==> src/rtl/be_lsu_pkg.sv <==
package be_lsu_pkg;
  typedef enum logic [1:0] {
    SZ_BYTE = 2'd0,
    SZ_HALF = 2'd1,
    SZ_WORD = 2'd2,
    SZ_WIDE = 2'd3   // treated as word
  } acc_size_e;
endpackage

==> src/rtl/be_lsu_agen.sv <==
module be_lsu_agen #(
  parameter int DATA_W = 32,
  parameter int OFF_W  = 16
) (
  input  logic [DATA_W-1:0] base_i,
  input  logic [OFF_W-1:0]  offset_i,
  input  logic [1:0]        size_i,
  input  logic              active_i,
  output logic [DATA_W-1:0] ea_o,
  output logic              misalign_o
);
  import be_lsu_pkg::*;
  localparam int LANES   = DATA_W / 8;
  localparam int LANE_AW = $clog2(LANES);

  assign ea_o = base_i + {{(DATA_W-OFF_W){offset_i[OFF_W-1]}}, offset_i};

  always_comb begin
    unique case (acc_size_e'(size_i))
      SZ_BYTE: misalign_o = 1'b0;
      SZ_HALF: misalign_o = active_i & ea_o[0];
      default: misalign_o = active_i & (|ea_o[LANE_AW-1:0]);
    endcase
  end
endmodule

==> src/rtl/be_lsu_stlane.sv <==
module be_lsu_stlane #(
  parameter int DATA_W = 32
) (
  input  logic [$clog2(DATA_W/8)-1:0] lane_off_i,
  input  logic [1:0]                  size_i,
  input  logic                        en_i,
  input  logic [DATA_W-1:0]           wdata_i,
  output logic [DATA_W/8-1:0]         be_o,
  output logic [DATA_W-1:0]           wdata_o
);
  import be_lsu_pkg::*;
  localparam int LANES   = DATA_W / 8;
  localparam int LANE_AW = $clog2(LANES);

  for (genvar i = 0; i < LANES; i++) begin : g_lane
    // bit i carries bits 8i+7:8i, which is byte offset LANES-1-i (big-endian)
    localparam int OFS = LANES - 1 - i;
    logic sel;
    always_comb begin
      unique case (acc_size_e'(size_i))
        SZ_BYTE: begin
          sel = (lane_off_i == LANE_AW'(OFS));
          wdata_o[8*i +: 8] = wdata_i[7:0];
        end
        SZ_HALF: begin
          sel = ((lane_off_i >> 1) == LANE_AW'(OFS >> 1));
          wdata_o[8*i +: 8] = wdata_i[8*(i%2) +: 8];
        end
        default: begin
          sel = 1'b1;
          wdata_o[8*i +: 8] = wdata_i[8*i +: 8];
        end
      endcase
    end
    assign be_o[i] = en_i & sel;
  end
endmodule

==> src/rtl/be_lsu_ldext.sv <==
module be_lsu_ldext #(
  parameter int DATA_W = 32
) (
  input  logic                        clk_i,
  input  logic                        rst_ni,
  input  logic                        req_i,
  input  logic [$clog2(DATA_W/8)-1:0] lane_off_i,
  input  logic [1:0]                  size_i,
  input  logic                        unsigned_i,
  input  logic [DATA_W-1:0]           rdata_i,
  output logic [DATA_W-1:0]           data_o,
  output logic                        valid_o
);
  import be_lsu_pkg::*;
  localparam int LANES   = DATA_W / 8;
  localparam int LANE_AW = $clog2(LANES);

  logic               valid_q, uns_q;
  logic [LANE_AW-1:0] off_q;
  logic [1:0]         size_q;

  always_ff @(posedge clk_i or negedge rst_ni) begin
    if (!rst_ni) begin
      valid_q <= 1'b0;
      uns_q   <= 1'b0;
      off_q   <= '0;
      size_q  <= '0;
    end else begin
      valid_q <= req_i;
      if (req_i) begin
        uns_q  <= unsigned_i;
        off_q  <= lane_off_i;
        size_q <= size_i;
      end
    end
  end

  logic [DATA_W-1:0] sh_b, sh_h, ext;
  // inverted offset = LANES-1-offset: shift the addressed unit down to bit 0
  assign sh_b = rdata_i >> {~off_q, 3'b000};
  assign sh_h = rdata_i >> {~off_q[LANE_AW-1:1], 4'b0000};

  always_comb begin
    unique case (acc_size_e'(size_q))
      SZ_BYTE: ext = {{(DATA_W-8){~uns_q & sh_b[7]}}, sh_b[7:0]};
      SZ_HALF: ext = {{(DATA_W-16){~uns_q & sh_h[15]}}, sh_h[15:0]};
      default: ext = rdata_i;
    endcase
  end

  assign data_o  = valid_q ? ext : '0;
  assign valid_o = valid_q;

  assert_sext_byte_R9: assert property (@(posedge clk_i) disable iff (!rst_ni)
    (valid_o && !uns_q && size_q == 2'd0) |-> data_o[DATA_W-1:8] == {(DATA_W-8){data_o[7]}});
  assert_zext_half_R10: assert property (@(posedge clk_i) disable iff (!rst_ni)
    (valid_o && uns_q && size_q == 2'd1) |-> data_o[DATA_W-1:16] == '0);
  assert_idle_zero_R7: assert property (@(posedge clk_i) disable iff (!rst_ni)
    !valid_o |-> data_o == '0);
endmodule

==> src/rtl/be_lane_lsu.sv <==
module be_lane_lsu #(
  parameter int DATA_W = 32,
  parameter int OFF_W  = 16,
  localparam int LANES   = DATA_W / 8,
  localparam int LANE_AW = $clog2(LANES)
) (
  input  logic                      clk_i,
  input  logic                      rst_ni,
  input  logic [DATA_W-1:0]         base_i,
  input  logic [OFF_W-1:0]          offset_i,
  input  logic [1:0]                size_i,
  input  logic                      unsigned_i,
  input  logic [DATA_W-1:0]         wdata_i,
  input  logic                      load_i,
  input  logic                      store_i,
  output logic [DATA_W-LANE_AW-1:0] mem_addr_o,
  output logic [LANES-1:0]          mem_be_o,
  output logic [DATA_W-1:0]         mem_wdata_o,
  output logic                      mem_we_o,
  output logic                      mem_re_o,
  output logic                      misalign_o,
  input  logic [DATA_W-1:0]         mem_rdata_i,
  output logic [DATA_W-1:0]         load_data_o,
  output logic                      load_valid_o
);
  logic [DATA_W-1:0] ea;
  logic active, st_en, ld_en;

  assign active = load_i | store_i;

  be_lsu_agen #(.DATA_W(DATA_W), .OFF_W(OFF_W)) u_agen (
    .base_i(base_i), .offset_i(offset_i), .size_i(size_i),
    .active_i(active), .ea_o(ea), .misalign_o(misalign_o)
  );

  assign st_en      = store_i & ~misalign_o;
  assign ld_en      = load_i & ~store_i & ~misalign_o;  // store wins
  assign mem_we_o   = st_en;
  assign mem_re_o   = ld_en;
  assign mem_addr_o = ea[DATA_W-1:LANE_AW];

  be_lsu_stlane #(.DATA_W(DATA_W)) u_st (
    .lane_off_i(ea[LANE_AW-1:0]), .size_i(size_i), .en_i(st_en),
    .wdata_i(wdata_i), .be_o(mem_be_o), .wdata_o(mem_wdata_o)
  );

  be_lsu_ldext #(.DATA_W(DATA_W)) u_ld (
    .clk_i(clk_i), .rst_ni(rst_ni), .req_i(ld_en),
    .lane_off_i(ea[LANE_AW-1:0]), .size_i(size_i), .unsigned_i(unsigned_i),
    .rdata_i(mem_rdata_i), .data_o(load_data_o), .valid_o(load_valid_o)
  );

  assert_misalign_gate_R3: assert property (@(posedge clk_i) disable iff (!rst_ni)
    misalign_o |-> (mem_be_o == '0 && !mem_we_o && !mem_re_o));
  assert_misalign_noresult_R3: assert property (@(posedge clk_i) disable iff (!rst_ni)
    misalign_o |=> !load_valid_o);
  assert_byte_onehot_R4: assert property (@(posedge clk_i) disable iff (!rst_ni)
    (store_i && size_i == 2'd0) |-> $countones(mem_be_o) == 1);
  assert_half_pair_R5: assert property (@(posedge clk_i) disable iff (!rst_ni)
    (mem_we_o && size_i == 2'd1) |-> $countones(mem_be_o) == 2);
  assert_word_all_R6: assert property (@(posedge clk_i) disable iff (!rst_ni)
    (mem_we_o && size_i[1]) |-> &mem_be_o);
  assert_valid_follows_R7: assert property (@(posedge clk_i) disable iff (!rst_ni)
    mem_re_o |=> load_valid_o);
  assert_valid_only_after_R7: assert property (@(posedge clk_i) disable iff (!rst_ni)
    !mem_re_o |=> !load_valid_o);
  assert_idle_R12: assert property (@(posedge clk_i) disable iff (!rst_ni)
    !(load_i || store_i) |-> (mem_be_o == '0 && !mem_we_o && !mem_re_o && !misalign_o));
  assert_store_wins_R13: assert property (@(posedge clk_i) disable iff (!rst_ni)
    (load_i && store_i) |-> !mem_re_o);
endmodule

==> config.mk <==
export PLATFORM = sky130hd
export DESIGN_NAME = be_lane_lsu
export DESIGN_NICKNAME = d
export VERILOG_FILES = /design/src/rtl/be_lsu_pkg.sv /design/src/rtl/be_lsu_agen.sv /design/src/rtl/be_lsu_stlane.sv /design/src/rtl/be_lsu_ldext.sv /design/src/rtl/be_lane_lsu.sv
export SDC_FILE = /design/constraint.sdc
export NUM_CORES = 1
export LEC_CHECK = 0
export ABC_AREA = 1
export BUFFER_PORTS_ARGS = -buffer_cell sky130_fd_sc_hd__buf_2
export CAP_MARGIN = 20
export CELL_PAD_IN_SITES_DETAIL_PLACEMENT = 0
export CELL_PAD_IN_SITES_GLOBAL_PLACEMENT = 1
export CORE_UTILIZATION = 26
export CTS_CLUSTER_SIZE = 16
export DETAILED_ROUTE_END_ITERATION = 10
export GPL_TIMING_DRIVEN = 0
export PLACE_DENSITY = 0.84
export SYNTH_ARGS = -nofsm -noshare
export SYNTH_HDL_FRONTEND = slang
export SYNTH_SLANG_ARGS = --single-unit
==> constraint.sdc <==
create_clock -name clk_i -period 1.45 [get_ports clk_i]
set_input_delay 0.0725 -clock clk_i [delete_from_list [all_inputs] [get_ports clk_i]]
set_output_delay 0.0725 -clock clk_i [all_outputs]
set_load 0.01 [all_outputs]
### After elaboration in Yosys (flattened, before gate mapping)

Cells that the tools add are included.

* logic and storage cells: 45
* output and inout port bits: 102
* input port bits: 119
* register bits: 6

* eq/ne operators: 5
* $add $sub $neg: 1
* shift operators: 2
* muxes and demuxes: 10
* reductions and logical operators: 6
* bitwise logic cells: 17

Operator list (count)
* 32-bit one-hot mux with 2 select lines: 1
* 32-bit adder: 1
* 32-bit two-way mux: 1
* 32-bit by 5-bit right shift with 16-bit output: 1
* 32-bit by 5-bit right shift with 8-bit output: 1
* 8-bit two-way mux: 2
* 8-bit one-hot mux with 2 select lines: 1
* 1-bit AND: 11
* 1-bit one-hot mux with 2 select lines: 5
* 2-bit zero test: 4
* 2-bit by 1-bit equality test with 1-bit output (second input constant): 3
* 2-bit equality test (second input constant): 2
* 1-bit NOT: 4
* 2-bit OR reduction: 2
* 2-bit NOT: 1
* 1-bit bitwise OR: 1

### Longest topological paths before layout

* word-level depth: 7
* depth in mapped cells: 13
* mapped depth without buffers: 12

### Modules after synthesis

From an unflattened synthesis, not the netlist that was laid out.

* cell total of the unflattened synthesis: 813
* area total of the unflattened synthesis: 3910.0 um2

Modules (own cells, without submodules)
* be_lsu_agen: area an instance 2398.6 um2, seq. area each 0.0 um2, cells each 497, instances 1
* be_lsu_ldext: area an instance 1006.0 um2, seq. area each 150.1 um2, cells each 203, instances 1
* be_lsu_stlane: area an instance 484.2 um2, seq. area each 0.0 um2, cells each 108, instances 1
* be_lane_lsu: area an instance 21.3 um2, seq. area each 0.0 um2, cells each 5, instances 1

### Worst setup path after synthesis

Ideal clock, no wire load.

* kind: input to register
* start: input port base_i[0]
* end: register u_ld.size_q[1]
* arrival: 1.390 ns
* stages: 8
* setup time: 0.137 ns
* buffers on the path: 1
* path slack: -0.077 ns
* required time: 1.313 ns
* cell sequence: ha_1 > inv_1 > fa_1 > o22ai_1 > nor2_1 > buf_2 > nand2_1 > o21ai_0

* cells in the longest elaborated chain, start to end: 6
* elaborated cells between the ends (all ways): 7
* classes of those cells: add/sub: 1; mux: 1; bitwise: 4; reduce/logical: 1

Ends and longest elaborated chain
* start, declared: line be_lane_lsu.sv:9 `input logic [DATA_W-1:0] base_i,`
* 32-bit adder *: line be_lsu_agen.sv:16 `assign ea_o = base_i + {{(DATA_W-OFF_W){offset_i[OFF_W-1]}}, offset_i};`
* 2-bit OR reduction: line be_lsu_agen.sv:22 `default: misalign_o = active_i & (|ea_o[LANE_AW-1:0]);`
* 1-bit AND: line be_lsu_agen.sv:22
* 1-bit one-hot mux with 2 select lines *: line be_lsu_agen.sv:19 `unique case (acc_size_e'(size_i))`
* 1-bit NOT *: line be_lane_lsu.sv:37 `assign ld_en = load_i & ~store_i & ~misalign_o;`
* 1-bit AND *: line be_lane_lsu.sv:37
* named net mem_re_o: line be_lane_lsu.sv:20 `output logic mem_re_o,`
* end signal, assigned: line be_lsu_ldext.sv:33 `size_q <= size_i;`
* end, declared: line be_lsu_ldext.sv:20 `logic [1:0] size_q;`

Mark *: on every way through the listed nets, which the timed path passes. The rest lies on a longest branch.
A chain may end at the register's enable or synchronous reset.

### Final worst setup path

* start: register u_ld.off_q[1]
* end: output port load_data_o[19]

* cells in the longest elaborated chain, start to end: 5
* elaborated cells between the ends (all ways): 8
* classes of those cells: shift: 2; mux: 2; bitwise: 4

Ends and longest elaborated chain
* start, declared: line be_lsu_ldext.sv:19 `logic [LANE_AW-1:0] off_q;`
* start signal, assigned: line be_lsu_ldext.sv:32 `off_q <= lane_off_i;`
* 1-bit NOT or 2-bit NOT (tied branches): line be_lsu_ldext.sv:41, be_lsu_ldext.sv:40
* 32-bit by 5-bit right shift with 16-bit output or 32-bit by 5-bit right shift with 8-bit output (tied branches): line be_lsu_ldext.sv:41, be_lsu_ldext.sv:40
* 1-bit AND (on tied branches): line be_lsu_ldext.sv:46, be_lsu_ldext.sv:45
* 32-bit one-hot mux with 2 select lines *: line be_lsu_ldext.sv:44 `unique case (acc_size_e'(size_q))`
* 32-bit two-way mux *: line be_lsu_ldext.sv:51 `assign data_o = valid_q ? ext : '0;`
* end, declared: line be_lane_lsu.sv:23 `output logic [DATA_W-1:0] load_data_o,`

Every way passes the cells marked *; elsewhere a longest branch is shown, timed or not.

==> results.py <==
metrics = {
    "run_status": {
        "status": "finished with violations",
        "violations": "setup timing",
    },
    "logic_synthesis": {
        "synth_top_area_cell": "nand2_1",
        "yosysMostFrequentCell": "nand2_1",
        "ys.flop_type": "dfrtp_1",
        "syn_area_per_cell_um2": 4.91,
        "netlist_area_um2": 4070,
        "yosys-top-cells-count": "nand2_1 (356), inv_1 (163), nor2_1 (71), buf_4 (38), nand3_1 (33)",
        "synthArstFlopShare_pct": 100,
        "synth_edf_count": 0,
        "synth_seq_area_share_pct": 3.69,
        "syn-num-nets": 979,
        "ys_warn_count": 0,
        "yosys.area.top_type_share_pct": 32.9,
        "syn_inst": 828,
        "ys_types": 37,
        "synth.area.top_cells": "nand2_1 (33%), inv_1 (15%), ha_1 (9.5%)",
        "ys_seq_elements": 6,
    },
    "routing": {
        "drc": 0,
        "drt-met1-wl_mm": 7.39,
        "wl_met2_mm": 9.08,
        "vias": 5959,
        "wirelength_mm": 17.9,
        "viasPerCell": 4.63,
        "antenna_left": 0,
        "drtIter0Drc": 323,
        "route.met3.wl_um": 886,
        "dr.pass1.iters": 5,
        "routed.top_layer": "met4",
        "wl_per_cell_um": 13.9,
    },
    "setup_path": {
        "rr_endpoint": "u_ld.off_q[1]",
        "r2r_cells": 7,
        "crit_required_ns": 1.38,
        "slowest_stage": "dfrtp_2",
        "worst_setup_path_end_kind": "primary output",
        "cp_max_fo": 6,
        "crit_path_cell_trace": "o211ai_1, nand4_4, nand3_2, nand2_4, buf_4, nor2_1, buf_2",
        "worstSetupStartpoint": "u_ld.off_q[1]",
        "r2r_setup_slack_ns": 0.17,
        "crit_path_end": "load_data_o[19]",
        "cp-start-kind": "register",
        "timing.rr.start": "u_ld.off_q[1]",
        "arrival_ns": 1.72,
        "cp_slowest_stage_delay_ns": 0.44,
        "crit_type": "reg -> out",
    },
    "power": {
        "p_int_uw": 2520,
        "power_leakage_uw": 0.00440,
        "pwr-share-seq_pct": 5.5,
        "pwr-share-comb_pct": 85.6,
        "power_uw": 5030,
        "power.share.switching_pct": 49.9,
        "p_per_area_nw_per_um2": 649,
        "ir_drop_mv": 0.424,
        "pwr-share-clk_pct": 8.9,
        "power.switching_uw": 2510,
    },
    "clocking": {
        "cts_buffers": 3,
        "cts_tree": "yes",
        "htree_levels": 1,
        "clock_sinks": 6,
        "clk_latency_ns": 0.23,
        "clk_pin_slew_ns": 0.04,
        "root_buffer": "clkbuf_16",
        "clockBufferDepth": 2,
    },
    "min_path": {
        "hp-start": "unsigned_i",
        "min_path_type": "in -> reg",
    },
    "timing": {
        "hold_violations": 0,
        "post-route-min-period_ns": 1.79,
        "drv_slew": 0,
        "worst_slack_ns": -0.340,
        "relSlewSlack_pct": 64.1,
        "final.setup_skew_ns": 0,
        "clock.fmax_mhz": 559,
        "post-route-period-util_pct": 123,
        "grt_setup_unrepaired": "yes",
        "setup_viol": 56,
        "tightestPinTransition_ns": 0.538,
    },
    "global_route": {
        "grt_pass1_wl_mm": 27.0,
        "grt_overflow": 0,
        "grt_pass1_vias": 5683,
        "grt_max_degree": 11,
        "grt_use_total_pct": 20.5,
        "antenna_found_initial": 0,
    },
    "cells_and_area": {
        "n_fill_cell": 1458,
        "nets": 1230,
        "area_delta_synth_final_pct": 90.6,
        "diodes": 0,
        "drive_gt1_share_pct": 53.2,
    },
    "placed_design": {
        "dp.final_hpwl_mm": 12.9,
        "portBuffers": 219,
        "gp_congestion": 0.927,
        "place_ws_ns": -0.508,
    },
    "floorplanning": {
        "io_pins": 221,
        "die_h_um": 127,
        "fp.dieArea_um2": 16100,
        "core_um2": 15300,
        "die_w_um": 127,
        "core.rowCount": 45,
        "initial_core_util_pct": 26.7,
    },
    "run": {
        "drv_cap": 0,
    },
}
==> power groups by stage <==
stage | combinational (uW) | clock (uW) | sequential [uW]
after floorplan | 1960 | 0 | 244
after global placement | 2880 | 0 | 255
after detailed placement | 2890 | 0 | 256
after CTS | 3840 | 456 | 274
after global routing | 4640 | 470 | 281
final | 4300 | 448 | 275
==> metrics by stage <==
| stage | instances | TNS, ns | hold slack [ns] | cell area [um^2] | utilization (%) |
|---|---|---|---|---|---|
| finish | 1288 | -10.52 | 0.0755 | 7750 | 50.8 |
| detailed placement | 1258 | -16.32 | -0.0910 | 5470 | 35.8 |
| floorplan | 828 | -0.0537 | -0.223 | 4110 | - |
| global placement | 1258 | -16.33 | -0.100 | 5470 | 35.8 |
| global route | 1288 | -14.94 | 0.0885 | 7750 | 50.8 |
| CTS | 1283 | -9.59 | 0.0776 | 7030 | 46.1 |
==> registers in the layout, summed over array words and instances (netlist names) <==
signal / count
u_ld.valid_o: 1
u_ld.uns_q: 1
u_ld.off_q: 2
u_ld.size_q: 2
==> cells in the final DEF (no fill, tap or decap), types with 5 or more instances in the layout <==
| master | synthesis | layout |
|---|---|---|
| nand2_4 | 2 | 38 |
| clkbuf_2 | 1 | 5 |
| a21oi_4 | 0 | 7 |
| xor2_2 | 0 | 8 |
| nor2_2 | 11 | 26 |
| nand2_1 | 356 | 251 |
| nor2_1 | 71 | 35 |
| a21oi_1 | 25 | 8 |
| a21oi_2 | 0 | 10 |
| o21ai_0 | 18 | 12 |
| inv_4 | 0 | 8 |
| nand3_2 | 1 | 15 |
| nand2_2 | 0 | 66 |
| nand3_4 | 0 | 7 |
| nor2_4 | 1 | 22 |
| inv_1 | 163 | 138 |
| buf_4 | 38 | 43 |
| ha_4 | 0 | 30 |
| buf_2 | 3 | 166 |
| o211ai_1 | 16 | 16 |
| nand3_1 | 33 | 12 |
| buf_6 | 1 | 70 |
| inv_2 | 2 | 19 |
==> how the worst min path moves through the flow <==
stage | end | slack [ns] | depth (start not counted)
global route | u_ld.uns_q | 0.09 | 3
finish | u_ld.uns_q | 0.08 | 3
global placement | u_ld.valid_o | -0.10 | 1
detailed placement | u_ld.valid_o | -0.09 | 1
floorplan | u_ld.off_q[0] | -0.22 | 0
CTS | u_ld.uns_q | 0.08 | 3
==> cells by family after synthesis <==
family,share of synthesized area (%)
flip-flops,3.69
buffers and inverters,23.8
adder cells (fa/ha/maj),10.0
XOR/XNOR,3.23
AO/OA/AOI/OAI,10.2
AND/OR/NAND/NOR,48.3
multiplexers,0.738
==> layout make-up <==
class	count	area [um^2]	area share, %
Multi-Input combinational cell	606	4440	57.3
Timing Repair Buffer	274	2010	26.0
Inverter	165	639	8.25
Tap cell	211	264	3.41
Buffer	23	161	2.08
Sequential cell	6	153	1.97
Clock buffer	3	75.1	0.969
==> worst max-delay path: cells and delay by family (launching register included) <==
family,cells,cell delay [ns]
buf+inv,2,0.30
compound gates,1,0.31
simple gates,4,0.44
flops,1,0.44
==> routing by layer <==
layer	GRT usage (%)	up-vias
met5	0	-
met4	7.28	0
met3	2.89	46
met2	37.6	218
met1	24.3	2726
li1	-	2969
==> repair_timing <==
| action | 4_1_cts | 5_1_grt |
|---|---|---|
| hold buffers | 1 | 0 |
| cloned | 3 | 1 |
| pin swaps | 123 | 96 |
| buffers inserted | 41 | 12 |
| setup endpoints to repair | 71 | 80 |
| endpoints found under the hold margin | 6 | 0 |
| gates resized for setup | 290 | 174 |
No activity file was read; power rests on OpenSTA's default activity.
